--- src/rtl/sram_wr_pkg.sv ---
`timescale 1ps/1ps
package sram_wr_pkg;

  typedef enum logic [1:0] {
    ST_IDLE   = 2'd0,
    ST_SETUP  = 2'd1,
    ST_WE_LOW = 2'd2,
    ST_HOLD   = 2'd3
  } wr_state_e;

  // Round a picosecond interval up to whole clock cycles.
  function automatic int cyc_ceil(input int t_ps, input int clk_ps);
    if (t_ps <= 0) return 0;
    return (t_ps + clk_ps - 1) / clk_ps;
  endfunction

  function automatic int imax(input int a, input int b);
    return (a > b) ? a : b;
  endfunction

  function automatic int bits_for(input int v);
    int n;
    n = 1;
    while ((1 << n) <= v) n++;
    return n;
  endfunction

endpackage

--- src/rtl/sram_wr_capture.sv ---
`timescale 1ps/1ps
// Holds the accepted address and data word for the length of a cycle.
module sram_wr_capture #(
  parameter int ADDR_W = 16,
  parameter int DATA_W = 16
) (
  input  logic              clk,
  input  logic              rst_n,
  input  logic              load,
  input  logic [ADDR_W-1:0] addr_in,
  input  logic [DATA_W-1:0] data_in,
  output logic [ADDR_W-1:0] addr_q,
  output logic [DATA_W-1:0] data_q
);

  always_ff @(posedge clk or negedge rst_n) begin
    if (!rst_n) begin
      addr_q <= '0;
      data_q <= '0;
    end else if (load) begin
      addr_q <= addr_in;
      data_q <= data_in;
    end
  end

endmodule

--- src/rtl/sram_wr_fsm.sv ---
`timescale 1ps/1ps
// Phase sequencer: a down-counter times each phase.
module sram_wr_fsm
  import sram_wr_pkg::*;
#(
  parameter int N_SU = 1,
  parameter int N_WE = 8,
  parameter int N_HD = 1,
  parameter int N_WZ = 4,
  parameter int CW   = 4
) (
  input  logic      clk,
  input  logic      rst_n,
  input  logic      start,
  output wr_state_e state,
  output logic      drive_ok,
  output logic      done
);

  localparam logic [CW-1:0] LD_SU    = CW'(N_SU - 1);
  localparam logic [CW-1:0] LD_WE    = CW'(N_WE - 1);
  localparam logic [CW-1:0] LD_HD    = CW'(N_HD - 1);
  localparam logic [CW-1:0] DRV_FROM = CW'(N_WE - 1 - N_WZ);

  logic [CW-1:0] cnt;
  logic          last;

  assign last = (cnt == '0);

  always_ff @(posedge clk or negedge rst_n) begin
    if (!rst_n) begin
      state <= ST_IDLE;
      cnt   <= '0;
      done  <= 1'b0;
    end else begin
      done <= 1'b0;
      unique case (state)
        ST_IDLE: begin
          if (start) begin
            state <= ST_SETUP;
            cnt   <= LD_SU;
          end
        end
        ST_SETUP: begin
          if (last) begin
            state <= ST_WE_LOW;
            cnt   <= LD_WE;
          end else begin
            cnt <= cnt - 1'b1;
          end
        end
        ST_WE_LOW: begin
          if (last) begin
            state <= ST_HOLD;
            cnt   <= LD_HD;
          end else begin
            cnt <= cnt - 1'b1;
          end
        end
        ST_HOLD: begin
          if (last) begin
            state <= ST_IDLE;
            done  <= 1'b1;
          end else begin
            cnt <= cnt - 1'b1;
          end
        end
        default: state <= ST_IDLE;
      endcase
    end
  end

  // The data driver may turn on once the memory's output turn-off time
  // has passed in the write-enable-low phase; it stays on through the hold.
  always_comb begin
    drive_ok = 1'b0;
    if (state == ST_WE_LOW && cnt <= DRV_FROM) drive_ok = 1'b1;
    if (state == ST_HOLD) drive_ok = 1'b1;
  end

endmodule

--- src/rtl/sram_wr_pindrv.sv ---
`timescale 1ps/1ps
// Decodes the sequencer phase into the memory-side strobes and data bus.
module sram_wr_pindrv
  import sram_wr_pkg::*;
#(
  parameter int ADDR_W    = 16,
  parameter int DATA_W    = 16,
  parameter bit PARK_ZERO = 1'b1
) (
  input  wr_state_e         state,
  input  logic              drive_ok,
  input  logic [ADDR_W-1:0] addr_q,
  input  logic [DATA_W-1:0] data_q,
  output logic [ADDR_W-1:0] mem_addr,
  output logic              mem_ce_n,
  output logic              mem_we_n,
  output logic              mem_oe_n,
  output logic [DATA_W-1:0] mem_dq_out,
  output logic              mem_dq_oe
);

  assign mem_addr  = addr_q;
  assign mem_ce_n  = (state == ST_IDLE);
  assign mem_we_n  = (state != ST_WE_LOW);
  assign mem_oe_n  = 1'b1;
  assign mem_dq_oe = drive_ok && (state != ST_IDLE);

  generate
    if (PARK_ZERO) begin : g_park
      assign mem_dq_out = mem_dq_oe ? data_q : '0;
    end else begin : g_hold
      assign mem_dq_out = data_q;
    end
  endgenerate

endmodule

--- src/rtl/sram_wr_seq.sv ---
`timescale 1ps/1ps
module sram_wr_seq
  import sram_wr_pkg::*;
#(
  parameter int ADDR_W  = 16,
  parameter int DATA_W  = 16,
  parameter int TCLK_PS = 4000,
  parameter int TAS_PS  = 0,
  parameter int TAW_PS  = 20000,
  parameter int TWP_PS  = 20000,
  parameter int TDW_PS  = 15000,
  parameter int TWZ_PS  = 15000,
  parameter int TWR_PS  = 0,
  parameter int TCYC_PS = 35000
) (
  input  logic              clk,
  input  logic              rst_n,
  input  logic              req_valid,
  output logic              req_ready,
  input  logic [ADDR_W-1:0] req_addr,
  input  logic [DATA_W-1:0] req_data,
  output logic              busy,
  output logic              done,
  output logic [ADDR_W-1:0] mem_addr,
  output logic              mem_ce_n,
  output logic              mem_we_n,
  output logic              mem_oe_n,
  output logic [DATA_W-1:0] mem_dq_out,
  output logic              mem_dq_oe
);

  localparam int N_SU = imax(1, cyc_ceil(TAS_PS, TCLK_PS));
  localparam int N_WZ = cyc_ceil(TWZ_PS, TCLK_PS);
  localparam int N_DW = imax(1, cyc_ceil(TDW_PS, TCLK_PS));
  localparam int N_WE = imax(imax(cyc_ceil(TWP_PS, TCLK_PS),
                                  cyc_ceil(TAW_PS, TCLK_PS) - N_SU),
                             N_WZ + N_DW);
  localparam int N_HD = imax(imax(1, cyc_ceil(TWR_PS, TCLK_PS)),
                             cyc_ceil(TCYC_PS, TCLK_PS) - N_SU - N_WE);
  localparam int CW   = bits_for(imax(imax(N_SU, N_WE), N_HD));

  wr_state_e         state;
  logic              drive_ok;
  logic              accept;
  logic [ADDR_W-1:0] addr_q;
  logic [DATA_W-1:0] data_q;

  assign req_ready = (state == ST_IDLE);
  assign busy      = (state != ST_IDLE);
  assign accept    = req_valid && req_ready;

  sram_wr_capture #(.ADDR_W(ADDR_W), .DATA_W(DATA_W)) u_cap (
    .clk     (clk),
    .rst_n   (rst_n),
    .load    (accept),
    .addr_in (req_addr),
    .data_in (req_data),
    .addr_q  (addr_q),
    .data_q  (data_q)
  );

  sram_wr_fsm #(
    .N_SU (N_SU), .N_WE (N_WE), .N_HD (N_HD), .N_WZ (N_WZ), .CW (CW)
  ) u_fsm (
    .clk      (clk),
    .rst_n    (rst_n),
    .start    (accept),
    .state    (state),
    .drive_ok (drive_ok),
    .done     (done)
  );

  sram_wr_pindrv #(.ADDR_W(ADDR_W), .DATA_W(DATA_W), .PARK_ZERO(1'b1)) u_pins (
    .state      (state),
    .drive_ok   (drive_ok),
    .addr_q     (addr_q),
    .data_q     (data_q),
    .mem_addr   (mem_addr),
    .mem_ce_n   (mem_ce_n),
    .mem_we_n   (mem_we_n),
    .mem_oe_n   (mem_oe_n),
    .mem_dq_out (mem_dq_out),
    .mem_dq_oe  (mem_dq_oe)
  );

endmodule

--- config.mk ---
export PLATFORM = sky130hd
export DESIGN_NAME = sram_wr_seq
export DESIGN_NICKNAME = d
export VERILOG_FILES = /design/src/rtl/sram_wr_pkg.sv /design/src/rtl/sram_wr_capture.sv /design/src/rtl/sram_wr_fsm.sv /design/src/rtl/sram_wr_pindrv.sv /design/src/rtl/sram_wr_seq.sv
export SDC_FILE = /design/constraint.sdc
export NUM_CORES = 1
export LEC_CHECK = 0
export BUFFER_PORTS_ARGS = -buffer_cell sky130_fd_sc_hd__buf_2
export CAP_MARGIN = 20
export CORE_ASPECT_RATIO = 1.2
export CORE_MARGIN = 2
export CORE_UTILIZATION = 51
export DETAILED_ROUTE_END_ITERATION = 10
export GPL_ROUTABILITY_DRIVEN = 0
export PLACE_DENSITY = 0.83
export SETUP_SLACK_MARGIN = 0.02
export SYNTH_ARGS = -nofsm -noshare
export SYNTH_HDL_FRONTEND = slang
export SYNTH_SLANG_ARGS = --single-unit
--- constraint.sdc ---
create_clock -name clk -period 2.4 [get_ports clk]
set_clock_uncertainty 0.1 [all_clocks]
set_input_delay 0 -clock clk [delete_from_list [all_inputs] [get_ports clk]]
set_output_delay 0 -clock clk [all_outputs]
set_load 0.01 [all_outputs]
==> results of run 1 <==
-- cells by family after synthesis --
family | after synthesis | share of synthesized area (%)
adders and majority gates | 6 | 4.20
DFF | 39 | 54.6
muxes | 36 | 22.5
AOI/OAI and AO/OA | 11 | 5.11
other | 1 | 0.210
and+or+nand+nor | 27 | 10.2
buffers and inverters | 12 | 3.22
-- layer usage --
metal,global-route usage (%),vias up
li1,-,664
met1,23.7,721
met2,47.6,60
met3,6.16,8
met4,11.6,0
met5,0,-
-- worst max-delay path: stages (launching register included) --
cell and delay (ps):
dfrtp_1 410, inv_1 110, ha_1 210, nor3b_1 200, o21a_1 440, and2_1 210, buf_2 140
-- per-stage QoR --
stage	std cells	worst slack, ps	total power [W]	util (%)	cell area (um^2)
floorplan	132	750	0.00224	-	1790
global route	278	141	0.00350	77.5	2590
global placement	237	702	0.00270	65.1	2170
CTS	278	303	0.00326	77.5	2590
detailed placement	237	625	0.00279	65.1	2170
finish	278	287	0.00327	77.5	2590
-- cell type report --
class	count	area share [%]
tap	37	1.79
clock buffer	7	2.95
inverter	6	0.871
sequential	39	37.7
timing repair buffer	107	27.3
clock inverter	1	0.194
multi-input combinational	81	29.2
-- power groups by stage --
| stage | clock [W] | combinational (W) | sequential, W |
|---|---|---|---|
| floorplan | 0 | 0.00104 | 0.00120 |
| global placement | 0 | 0.00155 | 0.00115 |
| detailed placement | 0 | 0.00161 | 0.00117 |
| CTS | 0.000431 | 0.00166 | 0.00116 |
| global route | 0.000465 | 0.00182 | 0.00121 |
| finish | 0.000415 | 0.00168 | 0.00118 |
-- worst min path at each step --
stage	depth (start not counted)	endpoint	slack, ps
CTS	3	u_fsm.cnt[0]$_DFFE_PN0P_	80
floorplan	0	u_cap.addr_q[0]$_DFFE_PN0P_	-400
finish	3	u_fsm.cnt[0]$_DFFE_PN0P_	110
detailed placement	1	u_cap.addr_q[6]$_DFFE_PN0P_	60
global route	3	u_fsm.cnt[0]$_DFFE_PN0P_	110
global placement	1	u_cap.addr_q[0]$_DFFE_PN0P_	40
-- sequential cells by signal, summed over array words and instances, names as in the netlist --
signal        count
u_cap.addr_q     16
u_cap.data_q     16
u_fsm.cnt         4
u_fsm.done        1
u_fsm.state       2
-- placed cells by master, fill, tap and decap left out, drive strengths merged --
master / synthesis / final
mux2: 33 / 33
clkbuf: 0 / 7
and2: 17 / 17
nor3: 2 / 2
a21boi: 1 / 1
a22o: 4 / 4
nand2b: 3 / 3
nand2: 1 / 1
o31ai: 2 / 2
conb: 1 / 1
buf: 6 / 74
dlygate4sd3: 0 / 33
o211ai: 1 / 1
o2bb2ai: 1 / 1
inv: 6 / 6
clkinv: 0 / 1
mux2i: 3 / 3
nor2: 1 / 1
o21a: 1 / 1
nor3b: 3 / 3
o21ai: 1 / 1
dfrtp: 39 / 39
ha: 6 / 6
==> metrics.cfg, run 1 <==
[grt]
grt-ovfl-total = 0
grt.total_usage_pct = 24.4
grt_antenna_before_repair = 0
grt_pass1_wl_um = 6920
grt_pass1_vias = 1502
grt_max_degree = 40

[yosys]
syn_area_um2 = 1790
async_flop_share_pct = 100
ys_warn_count = 0
ys_seq_area_share_pct = 54.6
ys_top_cells_by_count = dfrtp_1, mux2_2, and2_1
synth.avg_cell_area_um2 = 13.5
synth.area.top_cells = dfrtp_1, mux2_2, and2_1
yosysMostFrequentCell = dfrtp_1
synth_ff_type = dfrtp_1
syn_nets = 173
synth_top_area_share_pct = 54.6
synth_seq_cells = 39
synth_edf_count = 0
syn_inst = 132
synth.distinct_cells = 25
synth_area_leader_cell = dfrtp_1

[pwr]
cellLeakagePower_nw = 1.29
intPower_w = 0.00205
switching_share_pct = 37.3
clkPwrFrac_pct = 12.7
ir_drop_mv = 1.03
power_density_nw_per_um2 = 1260
p_sw_w = 0.00122
p_comb_share_pct = 51.4
pwr-share-seq_pct = 35.9

[timing]
slew_headroom_pct = 43.3
setup_tns_ps = 0
hold_viol_final = 0
setup_viol = 0
finalCritPeriodShare_pct = 88.0
drv_slew = 0
tightest_slew_ps = 850
final.min_clock_period_ps = 2110
hold-worst-slack_ps = 112
max_clock_freq_mhz = 473
grt_setup_unrepaired = false

[die]
fp.dieW_um = 58.1
num_rows = 23
coreArea_um2 = 3340
ios = 74
initial_core_util_pct = 53.6
die_area_um2 = 4000
die_y_um = 68.9

[critical_path]
reg2reg_setup_slack_ps = 670
worstSetupEndpoint = mem_dq_out[9]
r2r_end = u_fsm.state[1]$_DFFE_PN0P_
ff2ff_path_depth = 5
r2r_start = u_fsm.cnt[0]$_DFFE_PN0P_
startpoint_type = flip-flop
critPathCaptureType = output port
crit_arrival_ps = 2010
cp.required_ps = 2300
critPathKind = flip-flop to output port
setup.worst_path.start = u_fsm.state[0]$_DFFE_PN0P_
path_max_fanout = 17

[cts]
postCtsHoldBufs = 33
clockBufferDepth = 2
cts.repair.resized = 0
cts_made_buffers = 5
cts.root.buffer_cell = clkbuf_8
clkLatencyLatePin_ps = 290
htree_levels = 2
cts_setup_buffers = 0
cts_tree = built
cts.clk_slew.worst_paths_ps = 70
clock_sinks = 39

[route]
top_layer_used = met4
wl_met2_um = 2670
drc = 0
vias_per_cell = 5.23
wl_met3_um = 237
vias = 1453
first_iter_violations = 33
post_drt_wl_per_cell_um = 16.3
final_antenna_net_count = 0
drt_pass1_iterations = 4
drt_wl_total_um = 4530
wl_met1_um = 1550

[layout]
diodes = 0
drive_above_1_share_pct = 49.0
nFillCells = 212
multiInputGateArea_um2 = 754
final_nets = 281
seqCellArea_um2 = 976
area.growth.synth_to_final_pct = 44.6

[placed_design]
port_buffers = 72
hpwl_um = 2740

[outcome]
status = finished clean

[worst_hold_path]
hold_start = req_valid
hold_class = input pin to flip-flop

[job]
cap_violations = 0

Note: power is estimated with default switching activity, not from simulation.
==> inputs of run 2 (changes only) <==
Settings changed: CTS_BUF_LIST set to sky130_fd_sc_hd__clkbuf_16.
==> run 2 against run 1 <==
Sequential power about the same. Cell area increased by 2.2%. Non-clock buffer count unchanged. Clock power increased by 48%. Global-route usage increased by 1.2 points. Utilization increased by 1.7 points. Register-to-register slack got worse by 30 ps. Sequential share of layout area decreased by 0.80 points. Wire length increased by 0.73%. Critical path depth unchanged. Flip-flop and latch count unchanged. First-iteration DRC count increased by 48%. Largest cell class unchanged. Largest power group unchanged. Highest routed layer unchanged.
==> metrics.cfg, run 2 (synthesis gave the netlist of run 1 again) <==
[grt]
grt-ovfl-total = 0  ; unchanged
grt_pass1_vias = 1478  ; was 1502
grt_pass1_wl_um = 7170  ; was 6920 um
grt_max_degree = 40  ; unchanged
grt_antenna_before_repair = 0  ; unchanged
grt.total_usage_pct = 25.5  ; was 24.4%

[die]
die_y_um = 68.9  ; unchanged
coreArea_um2 = 3340  ; unchanged
num_rows = 23  ; unchanged
initial_core_util_pct = 53.6  ; unchanged
die_area_um2 = 4000  ; unchanged
ios = 74  ; unchanged
fp.dieW_um = 58.1  ; unchanged

[layout]
diodes = 0  ; unchanged
final_nets = 281  ; unchanged
layout_common_cells = buf_2, dfrtp_1, mux2_2, dlygate4sd3_1, and2_1  ; unchanged
area.growth.synth_to_final_pct = 47.8  ; was 44.6%
nFillCells = 199  ; was 212
drive_above_1_share_pct = 49.0  ; unchanged
layout_commonest_cell = buf_2  ; unchanged
seqCellArea_um2 = 976  ; unchanged
multiInputGateArea_um2 = 754  ; unchanged
top_regs = u_cap.addr_q x16, u_cap.data_q x16, u_fsm.cnt x4  ; unchanged
stdcell_count = 278  ; unchanged

[timing]
hold-worst-slack_ps = 111  ; was 112 ps
setup_viol = 0  ; unchanged
grt_setup_unrepaired = false  ; unchanged
setup_tns_ps = 0  ; unchanged
tightest_slew_ps = 851  ; was 850 ps
hold_viol_final = 0  ; unchanged
finalCritPeriodShare_pct = 87.3  ; was 88.0%
final.min_clock_period_ps = 2100  ; was 2110 ps
drv_slew = 0  ; unchanged
max_clock_freq_mhz = 477  ; was 473 MHz
slew_headroom_pct = 43.3  ; about the same

[cts]
cts_setup_buffers = 0  ; unchanged
cts_made_buffers = 5  ; unchanged
htree_levels = 2  ; unchanged
cts.root.buffer_cell = clkbuf_16  ; was clkbuf_8
clockBufferDepth = 2  ; unchanged
clock_sinks = 39  ; unchanged
cts.clk_slew.worst_paths_ps = 50  ; was 70 ps
clkLatencyLatePin_ps = 280  ; was 290 ps
cts_tree = built  ; unchanged

[critical_path]
startpoint_type = flip-flop  ; unchanged
cp.required_ps = 2300  ; about the same
critPathCaptureType = output port  ; unchanged
cp_slowest_cell = o21a_1  ; unchanged
slowest_delay_ps = 440  ; about the same
path_max_fanout = 17  ; unchanged
crit_arrival_ps = 2000  ; was 2010 ps
critPathKind = flip-flop to output port  ; unchanged
path_cells = inv_1, ha_1, nor3b_1, o21a_1, and2_1, buf_2  ; unchanged

[placed_design]
hpwl_um = 2740  ; unchanged
post-place-cells = 237  ; unchanged
port_buffers = 72  ; unchanged

[route]
drt_wl_total_um = 4560  ; was 4530 um
vias = 1437  ; was 1453
first_iter_violations = 49  ; was 33
post_drt_wl_per_cell_um = 16.4  ; was 16.3 um
drc = 0  ; unchanged
vias_per_cell = 5.17  ; was 5.23
final_antenna_net_count = 0  ; unchanged
drt_pass1_iterations = 5  ; was 4

[pwr]
power_density_nw_per_um2 = 1320  ; was 1260 nW/um^2
p_total_w = 0.00349  ; was 0.00327 W
cellLeakagePower_nw = 1.33  ; was 1.29 nW
ir_drop_mv = 0.895  ; was 1.03 mV

[worst_hold_path]
hold_class = input pin to flip-flop  ; unchanged

[outcome]
status = finished clean  ; unchanged

[job]
cap_violations = 0  ; unchanged

run 2: cell types whose count changed in the layout (fill, tap and decap cells not counted):
cell,previous run,this run
clkbuf_1,2,0
clkbuf_8,5,0
clkbuf_16,0,5
inv_1,6,8
run 2: path summary, 6_finish.rpt:
| check | to | depth (start not counted) | from | slack [ps] |
|---|---|---|---|---|
| max in group asynchronous | u_fsm.cnt[3]$_DFFE_PN0P_ | 2 | rst_n | 1390 |
| min reg2reg | u_cap.data_q[2]$_DFFE_PN0P_ | 1 | u_cap.data_q[2]$_DFFE_PN0P_ | 400 |
| max reg2reg | u_fsm.state[1]$_DFFE_PN0P_ | 5 | u_fsm.cnt[0]$_DFFE_PN0P_ | 640 |
| min in group asynchronous | u_cap.addr_q[7]$_DFFE_PN0P_ | 2 | rst_n | 280 |
| max | mem_dq_out[9] | 6 | u_fsm.state[0]$_DFFE_PN0P_ | 300 |
| min | u_fsm.cnt[0]$_DFFE_PN0P_ | 3 | req_valid | 110 |
run 2: layout make-up:
| class | count | share of cell area [%] |
|---|---|---|
| clock buffers | 5 | 4.73 |
| clock inverters | 3 | 0.473 |
| inverters | 6 | 0.852 |
| multi-input cells | 81 | 28.6 |
| flip-flops and latches | 39 | 36.9 |
| well taps | 37 | 1.75 |
| repair buffers | 107 | 26.7 |
run 2: per-layer routing:
layer	track usage, %	vias to the layer above	wire, um
li1	-	668	-
met4	16.6	0	123
met1	24.7	706	1560
met2	48.0	52	2630
met5	0	-	0
met3	6.34	11	255
run 2: critical path: cells and delay by family, from the launching register on:
kind	cells	cell delay (ps)
AO/OA/AOI/OAI	1	440
AND/OR/NAND/NOR	2	410
flip-flops	1	400
buffers and inverters	2	240
adder cells (fa/ha/maj)	1	220
run 2: through the flow:
step / worst slack [ps] / instance area [um^2] / utilization [%]
finish: 305 / 2640 / 79.2
global route: 153 / 2640 / 79.2
CTS: 318 / 2640 / 79.2
detailed placement: 625 / 2170 / 65.1
global placement: 702 / 2170 / 65.1
floorplan: 750 / 1790 / -
run 2: timing repair:
action / 4_1_cts / 5_1_grt
hold endpoints to repair: 71 / 0
hold buffers: 33 / 0
resized for setup: 0 / 0
run 2: report_power, final:
group,switching (W),internal (W),leakage [nW]
logic,0.000832,0.000863,0.783
registers,0.000190,0.000990,0.468
clock network,0.000239,0.000375,0.0762
